$ cat config.mk
export PLATFORM = sky130hd
export DESIGN_NAME = region_hit_buffer
export DESIGN_NICKNAME = d
export VERILOG_FILES = /design/src/rtl/rhb_pkg.sv /design/src/rtl/rhb_front.sv /design/src/rtl/rhb_alloc.sv /design/src/rtl/rhb_pick.sv /design/src/rtl/region_hit_buffer.sv
export SDC_FILE = /design/constraint.sdc
export NUM_CORES = 1
export LEC_CHECK = 0
export BUFFER_PORTS_ARGS = -buffer_cell sky130_fd_sc_hd__buf_2
export CAP_MARGIN = 0
export CORE_ASPECT_RATIO = 1.25
export CORE_MARGIN = 3
export CORE_UTILIZATION = 52
export CTS_CLUSTER_SIZE = 30
export DETAILED_ROUTE_END_ITERATION = 7
export GPL_TIMING_DRIVEN = 0
export PLACE_DENSITY_LB_ADDON = 0.1
export SLEW_MARGIN = 0
export SYNTH_ARGS = -nofsm -noshare
export SYNTH_HDL_FRONTEND = slang
export SYNTH_SLANG_ARGS = --single-unit
$ cat constraint.sdc
create_clock -name clk_i -period 12.5 [get_ports clk_i]
set_input_delay 1.875 -clock clk_i [delete_from_list [all_inputs] [get_ports clk_i]]
set_output_delay 1.875 -clock clk_i [all_outputs]
set_load 0.01 [all_outputs]
$ cat src/rtl/rhb_pkg.sv
package rhb_pkg;
  localparam int NPIX    = 4;
  localparam int PIX_W   = 2;
  localparam int TOT_W   = 3;
  localparam int TOT_MAX = 4;

  typedef enum logic [1:0] {
    SLOT_FREE = 2'd0,
    SLOT_HOLD = 2'd1,
    SLOT_SEND = 2'd2
  } slot_st_e;
endpackage

$ cat src/rtl/rhb_front.sv
module rhb_front #(
  parameter int NPIX = 4
) (
  input  logic            clk_i,
  input  logic            rst_ni,
  input  logic            bx_i,
  input  logic [NPIX-1:0] disc_i,
  output logic [NPIX-1:0] rise_o,
  output logic [NPIX-1:0] cont_o
);
  logic [NPIX-1:0] samp_q;

  always_ff @(posedge clk_i or negedge rst_ni) begin
    if (!rst_ni)   samp_q <= '0;
    else if (bx_i) samp_q <= disc_i;
  end

  assign rise_o = disc_i & ~samp_q;
  assign cont_o = disc_i & samp_q;
endmodule

$ cat src/rtl/rhb_alloc.sv
module rhb_alloc #(
  parameter int NPIX  = 4,
  parameter int NBUF  = 5,
  parameter int BI_W  = 3,
  parameter int CNT_W = 3
) (
  input  logic [NPIX-1:0] rise_i,
  input  logic [NBUF-1:0] free_i,
  output logic [NPIX-1:0] gnt_vld_o,
  output logic [BI_W-1:0] gnt_idx_o [NPIX],
  output logic [CNT_W-1:0] lost_o
);
  logic [NBUF-1:0] avail;
  logic            found;

  // cells in ascending order, each takes the lowest still-free slot
  always_comb begin
    avail  = free_i;
    lost_o = '0;
    found  = 1'b0;
    for (int p = 0; p < NPIX; p++) begin
      gnt_vld_o[p] = 1'b0;
      gnt_idx_o[p] = '0;
      found        = 1'b0;
      if (rise_i[p]) begin
        for (int b = 0; b < NBUF; b++) begin
          if (!found && avail[b]) begin
            found        = 1'b1;
            gnt_idx_o[p] = BI_W'(b);
            avail[b]     = 1'b0;
          end
        end
        gnt_vld_o[p] = found;
        if (!found) lost_o = lost_o + CNT_W'(1);
      end
    end
  end
endmodule

$ cat src/rtl/rhb_pick.sv
module rhb_pick #(
  parameter int N  = 5,
  parameter int IW = 3
) (
  input  logic          clk_i,
  input  logic          rst_ni,
  input  logic [N-1:0]  req_i,
  input  logic          ready_i,
  output logic          vld_o,
  output logic [IW-1:0] idx_o
);
  logic [IW-1:0] first;
  logic          lock_q;
  logic [IW-1:0] lock_idx_q;

  always_comb begin
    first = '0;
    for (int b = N - 1; b >= 0; b--) begin
      if (req_i[b]) first = IW'(b);
    end
  end

  // a stalled entry keeps the port even if a lower slot becomes eligible
  assign vld_o = |req_i;
  assign idx_o = lock_q ? lock_idx_q : first;

  always_ff @(posedge clk_i or negedge rst_ni) begin
    if (!rst_ni) begin
      lock_q     <= 1'b0;
      lock_idx_q <= '0;
    end else begin
      lock_q     <= vld_o && !ready_i;
      lock_idx_q <= idx_o;
    end
  end

  AST_PICK_LIVE: assert property (@(posedge clk_i) disable iff (!rst_ni)
    vld_o |-> req_i[idx_o]);
endmodule

$ cat src/rtl/region_hit_buffer.sv
module region_hit_buffer
  import rhb_pkg::*;
#(
  parameter int NBUF   = 5,
  parameter int TS_W   = 8,
  parameter int LAT_W  = 8,
  parameter int LOST_W = 8
) (
  input  logic              clk_i,
  input  logic              rst_ni,
  input  logic              bx_i,
  input  logic [3:0]        disc_i,
  input  logic              trig_i,
  input  logic [LAT_W-1:0]  latency_i,
  output logic              hit_valid_o,
  input  logic              hit_ready_i,
  output logic [TS_W-1:0]   hit_ts_o,
  output logic [1:0]        hit_pix_o,
  output logic [2:0]        hit_tot_o,
  output logic [LOST_W-1:0] lost_cnt_o
);
  localparam int BI_W  = (NBUF > 1) ? $clog2(NBUF) : 1;
  localparam int CNT_W = $clog2(NPIX + 1);

  logic [TS_W-1:0]   bx_cnt_q;
  logic [NPIX-1:0]   rise, cont;
  logic [NBUF-1:0]   free_v, hold_v, send_v;
  logic [NPIX-1:0]   gnt_vld;
  logic [BI_W-1:0]   gnt_idx [NPIX];
  logic [CNT_W-1:0]  lost_add;
  logic [BI_W-1:0]   sel;
  logic              pop;
  logic [NPIX-1:0]   own_vld_q;
  logic [BI_W-1:0]   own_idx_q [NPIX];
  logic [TS_W-1:0]   ts_arr  [NBUF];
  logic [PIX_W-1:0]  pix_arr [NBUF];
  logic [TOT_W-1:0]  tot_arr [NBUF];
  logic [LOST_W-1:0] lost_q;
  logic [LOST_W:0]   lost_sum;

  rhb_front #(.NPIX(NPIX)) u_front (
    .clk_i, .rst_ni, .bx_i, .disc_i,
    .rise_o(rise), .cont_o(cont)
  );

  rhb_alloc #(.NPIX(NPIX), .NBUF(NBUF), .BI_W(BI_W), .CNT_W(CNT_W)) u_alloc (
    .rise_i(rise), .free_i(free_v),
    .gnt_vld_o(gnt_vld), .gnt_idx_o(gnt_idx), .lost_o(lost_add)
  );

  rhb_pick #(.N(NBUF), .IW(BI_W)) u_pick (
    .clk_i, .rst_ni, .req_i(send_v), .ready_i(hit_ready_i),
    .vld_o(hit_valid_o), .idx_o(sel)
  );

  assign pop = hit_valid_o && hit_ready_i;

  always_ff @(posedge clk_i or negedge rst_ni) begin
    if (!rst_ni)   bx_cnt_q <= '0;
    else if (bx_i) bx_cnt_q <= bx_cnt_q + TS_W'(1);
  end

  // each cell remembers which slot accumulates its amplitude
  always_ff @(posedge clk_i or negedge rst_ni) begin
    if (!rst_ni) begin
      own_vld_q <= '0;
      for (int p = 0; p < NPIX; p++) own_idx_q[p] <= '0;
    end else if (bx_i) begin
      for (int p = 0; p < NPIX; p++) begin
        if (rise[p]) begin
          own_vld_q[p] <= gnt_vld[p];
          own_idx_q[p] <= gnt_idx[p];
        end else if (!disc_i[p] || !hold_v[own_idx_q[p]]) begin
          own_vld_q[p] <= 1'b0;
        end
      end
    end
  end

  for (genvar b = 0; b < NBUF; b++) begin : g_slot
    slot_st_e         st_q;
    logic [TS_W-1:0]  ts_q;
    logic [PIX_W-1:0] pix_q;
    logic [TOT_W-1:0] tot_q;
    logic             a_v, i_v, exp_now, pop_me;
    logic [PIX_W-1:0] a_pix;
    logic [TS_W-1:0]  age;

    always_comb begin
      a_v   = 1'b0;
      a_pix = '0;
      i_v   = 1'b0;
      for (int p = 0; p < NPIX; p++) begin
        if (gnt_vld[p] && gnt_idx[p] == BI_W'(b)) begin
          a_v   = 1'b1;
          a_pix = PIX_W'(p);
        end
        if (own_vld_q[p] && own_idx_q[p] == BI_W'(b) && cont[p]) i_v = 1'b1;
      end
    end

    assign age     = bx_cnt_q - ts_q;
    assign exp_now = bx_i && st_q == SLOT_HOLD && age == TS_W'(latency_i);
    assign pop_me  = pop && sel == BI_W'(b);

    always_ff @(posedge clk_i or negedge rst_ni) begin
      if (!rst_ni) begin
        st_q  <= SLOT_FREE;
        ts_q  <= '0;
        pix_q <= '0;
        tot_q <= '0;
      end else begin
        if (exp_now) begin
          st_q <= trig_i ? SLOT_SEND : SLOT_FREE;
        end else if (st_q == SLOT_SEND && pop_me) begin
          st_q <= SLOT_FREE;
        end else if (bx_i && a_v) begin
          st_q  <= SLOT_HOLD;
          ts_q  <= bx_cnt_q;
          pix_q <= a_pix;
          tot_q <= TOT_W'(1);
        end
        if (bx_i && st_q == SLOT_HOLD && i_v && !exp_now && tot_q < TOT_W'(TOT_MAX))
          tot_q <= tot_q + TOT_W'(1);
      end
    end

    assign free_v[b]  = st_q == SLOT_FREE;
    assign hold_v[b]  = st_q == SLOT_HOLD;
    assign send_v[b]  = st_q == SLOT_SEND;
    assign ts_arr[b]  = ts_q;
    assign pix_arr[b] = pix_q;
    assign tot_arr[b] = tot_q;
  end

  assign hit_ts_o  = ts_arr[sel];
  assign hit_pix_o = pix_arr[sel];
  assign hit_tot_o = tot_arr[sel];

  assign lost_sum = {1'b0, lost_q} + (LOST_W + 1)'(lost_add);

  always_ff @(posedge clk_i or negedge rst_ni) begin
    if (!rst_ni)   lost_q <= '0;
    else if (bx_i) lost_q <= lost_sum[LOST_W] ? '1 : lost_sum[LOST_W-1:0];
  end

  assign lost_cnt_o = lost_q;

  AST_HOLD_STABLE: assert property (@(posedge clk_i) disable iff (!rst_ni)
    hit_valid_o && !hit_ready_i |=> hit_valid_o && $stable(hit_ts_o)
      && $stable(hit_pix_o) && $stable(hit_tot_o));
  AST_TOT_RANGE: assert property (@(posedge clk_i) disable iff (!rst_ni)
    hit_valid_o |-> hit_tot_o >= 3'd1 && hit_tot_o <= 3'd4);
  AST_LOST_MONO: assert property (@(posedge clk_i) disable iff (!rst_ni)
    1'b1 |=> lost_cnt_o >= $past(lost_cnt_o));
  AST_LOST_ON_BX: assert property (@(posedge clk_i) disable iff (!rst_ni)
    !bx_i |=> $stable(lost_cnt_o));
  AST_SEND_AFTER_BX: assert property (@(posedge clk_i) disable iff (!rst_ni)
    $rose(hit_valid_o) |-> $past(bx_i));
endmodule

==> impl_metrics.env <==
export IMPL_finalCritPeriodShare_pct=51.9
export IMPL_root_buffer="clkbuf_16"
export IMPL_p_int_mw=1.50
export IMPL_drtIter0Drc=649
export IMPL_mostFrequentLayoutCells="115 x dfrtp_1, 80 x nand2_1, 74 x inv_1"
export IMPL_yosys_area_top_type="dfrtp_1"
export IMPL_die_area_um2=19100
export IMPL_powerDensity_nw_per_um2=268
export IMPL_critPathKind="input port to flip-flop"
export IMPL_seqPwrFrac_pct=23.7
export IMPL_rows=53
export IMPL_grt_pass1_vias=7451
export IMPL_critPathLaunchType="input port"
export IMPL_core_area_um2=17000
export IMPL_p_comb_share_pct=57.0
export IMPL_yosysWarnings=0
export IMPL_num_io_pins=39
export IMPL_post_cts_buffers=0
export IMPL_antenna_cells=0
export IMPL_die_w_um=124
export IMPL_crit_path_cell_trace="buf_2 -> nor2b_1 -> buf_2 -> buf_4 -> nand2_1 -> a21o_1 -> a21oi_1 -> ha_1 -> nand2_1 -> a21boi_0 -> inv_1 -> ha_1 -> mux2_2 -> ha_1 -> mux2_2 -> ha_1 -> a21o_1 -> a21oi_1 -> nor2_1 -> and2_1 -> nand4_1 -> mux2_2"
export IMPL_cts_hold_buf=0
export IMPL_io_buffers=30
export IMPL_grt_use_total_pct=29.5
export IMPL_outcome="finished, final reports clean"
export IMPL_fin_crit_ps=6480
export IMPL_ys_seq_area_share_pct=31.8
export IMPL_synth_edf_count=0
export IMPL_worst_path_max_delay_cell="a21boi_0"
export IMPL_viasPerCell=6.17
export IMPL_initial_core_util_pct=53.4
export IMPL_syn_to_final_growth_pct=12.0
export IMPL_hold_violations=0
export IMPL_routed_wl_um=27400
export IMPL_critPathMaxFanout=10
export IMPL_layout_drive_gt1_share_pct=16.2
export IMPL_antenna_left=0
export IMPL_p_sw_share_pct=44.7
export IMPL_setup_viol=0
export IMPL_grt_pass1_wl_um=42200
export IMPL_ys_ff_latch=115
export IMPL_critPathMaxStageDelay_ps=580
export IMPL_cp_required_ps=12810
export IMPL_syn_area_um2=9060
export IMPL_overflow=0
export IMPL_htree_levels=4
export IMPL_fmax_mhz=154
export IMPL_fin_worst_skew_ps=10.6
export IMPL_tightest_slew_ps=1010
export IMPL_place_gp_congestion=0.955
export IMPL_layout_commonest_cell="dfrtp_1"
export IMPL_clk_path_buf_depth=2
export IMPL_min_path_type="flip-flop to flip-flop"
export IMPL_antenna_found_initial=0
export IMPL_synth_top_area_share_pct=31.8
export IMPL_synthCells=972
export IMPL_grt_max_degree=65
export IMPL_cts_resized=0
export IMPL_max_slew_margin_pct=31.8
export IMPL_drc=0
export IMPL_clock_sinks=115
export IMPL_dp_hpwl_um=20900
export IMPL_tritoncts="done"
export IMPL_critPathCaptureType="flip-flop"
export IMPL_netSwitchingPower_mw=1.21
export IMPL_wl_per_cell_um=21.9
export IMPL_finalCoreUtilization_pct=59.8
export IMPL_arrival_ps=6790
export IMPL_clk_pin_slew_ps=60
export IMPL_syn_nets=1042
export IMPL_final_net_count=1092
export IMPL_clkPwrFrac_pct=19.3
export IMPL_clock_latency_ps=430
export IMPL_cts_made_buffers=17
export IMPL_drt_pass1_iter_count=5
export IMPL_drv_slew=0
export IMPL_synthDistinctLibCells=89
export IMPL_async_reset_ff_share_pct=100
export IMPL_p_leak_nw=4.32
export IMPL_synthFlopType="dfrtp_1"
export IMPL_maxCapViolCount=0
export IMPL_rsz0062_at_grt="false"
export IMPL_synth_area_top_cells="dfrtp_1 32%, ha_1 6.5%, xnor2_1 4.9%, mux2_2 4.4%, nand2_1 3.3%"
export IMPL_peakVddDrop_mv=0.100
export IMPL_crit_top_cell="ha_1"
export IMPL_num_vias=7740
export IMPL_setup_tns_ps=0
export IMPL_fp_dieH_um=154
export IMPL_synth_avg_cell_area_um2=9.32
cell families (layout without fill, tap and decap cells):
kind of cell	count (synthesis)	after routing	share of synthesized area, %
and+or+nand+nor	273	273	15.8
AOI/OAI and AO/OA	253	253	19.8
buffers and inverters	124	187	5.69
DFF	115	115	31.8
muxes	77	77	11.6
xor gates and xnor gates	75	75	7.25
adders and majority gates	55	55	8.07
routing by layer:
| layer | vias up | track usage (%) | routed length (um) |
|---|---|---|---|
| met1 | 3747 | 34.9 | 10600 |
| met4 | 0 | 15.1 | 1540 |
| li1 | 3678 | - | - |
| met2 | 234 | 51.1 | 14200 |
| met3 | 81 | 4.34 | 1040 |
| met5 | - | 0 | 0 |
synthesized netlist by cell type, types with 8 or more instances:
master	count
mux2_4	15
or2_2	8
mux4_2	13
nand4_1	12
and2_1	8
o22ai_1	23
o31ai_1	18
nor2_1	43
a211oi_1	15
clkbuf_1	31
a22o_1	11
buf_2	9
o21a_1	10
a31oi_1	12
nor2b_1	18
xor2_1	24
xnor2_1	51
dfrtp_1	115
ha_1	47
inv_1	74
nor3_1	13
nor4_1	15
nand2_1	80
nand3_1	23
a21oi_1	43
mux2i_1	14
and3_1	9
o21ai_0	48
mux2_2	35
registers in the layout, summed over array words and instances (netlist names):
signal / count
lost_cnt_o: 8
u_pick.lock_q: 1
u_pick.lock_idx_q: 3
g_slot.ts_q: 40
g_slot.pix_q: 10
own_vld_q: 4
g_slot.st_q: 10
bx_cnt_q: 8
g_slot.tot_q: 15
u_front.samp_q: 4
own_idx_q: 12
stage by stage:
stage | instance area, um2 | hold slack, ps | setup WS (ps) | instances | power (mW)
6_report | 10100 | 494 | 6020 | 1255 | 2.72
5_1_grt | 10100 | 520 | 5510 | 1255 | 2.92
4_1_cts | 10100 | 489 | 5980 | 1255 | 2.71
3_5_place_dp | 9520 | 474 | 5550 | 1223 | 2.17
3_3_place_gp | 9490 | 465 | 5540 | 1222 | 2.15
2_1_floorplan | 9060 | 438 | 6440 | 972 | 1.79
critical path: cells and delay by family:
kind,cells,cell delay [ps]
simple gates,6,780
buf+inv,4,740
mux,3,910
fa+ha+maj,4,1150
compound gates,5,1320
layout make-up:
cell class / count / area (um2)
Fill cell: 1560 / 6830
Multi-Input combinational cell: 733 / 5670
Sequential cell: 115 / 2880
Clock buffer: 19 / 443
Inverter: 75 / 282
Tap cell: 220 / 275
Buffer: 49 / 234
Clock inverter: 13 / 184
Timing Repair Buffer: 31 / 184
power by group through the flow:
stage	registers [mW]	clock network (mW)	logic, mW
4_1_cts	0.642	0.528	1.54
3_3_place_gp	0.643	0	1.50
3_5_place_dp	0.647	0	1.52
5_1_grt	0.662	0.545	1.72
6_report	0.644	0.525	1.55
2_1_floorplan	0.594	0	1.19
worst paths after layout:
path | start | to | slack, ps | cells past startpoint
worst min register to register | g_slot[0].pix_q[0] | g_slot[0].pix_q[0] | 490 | 2
min in group asynchronous | rst_ni | g_slot[3].ts_q[3] | 1400 | 1
worst max-delay path | disc_i[0] | lost_cnt_o[7] | 6020 | 22
worst min-delay path | g_slot[0].pix_q[0] | g_slot[0].pix_q[0] | 490 | 2
max in group asynchronous | rst_ni | g_slot[4].pix_q[1] | 10380 | 2
worst max register to register | g_slot[3].st_q[0] | lost_cnt_o[7] | 7120 | 20
Power figures use the tool's default switching activity.
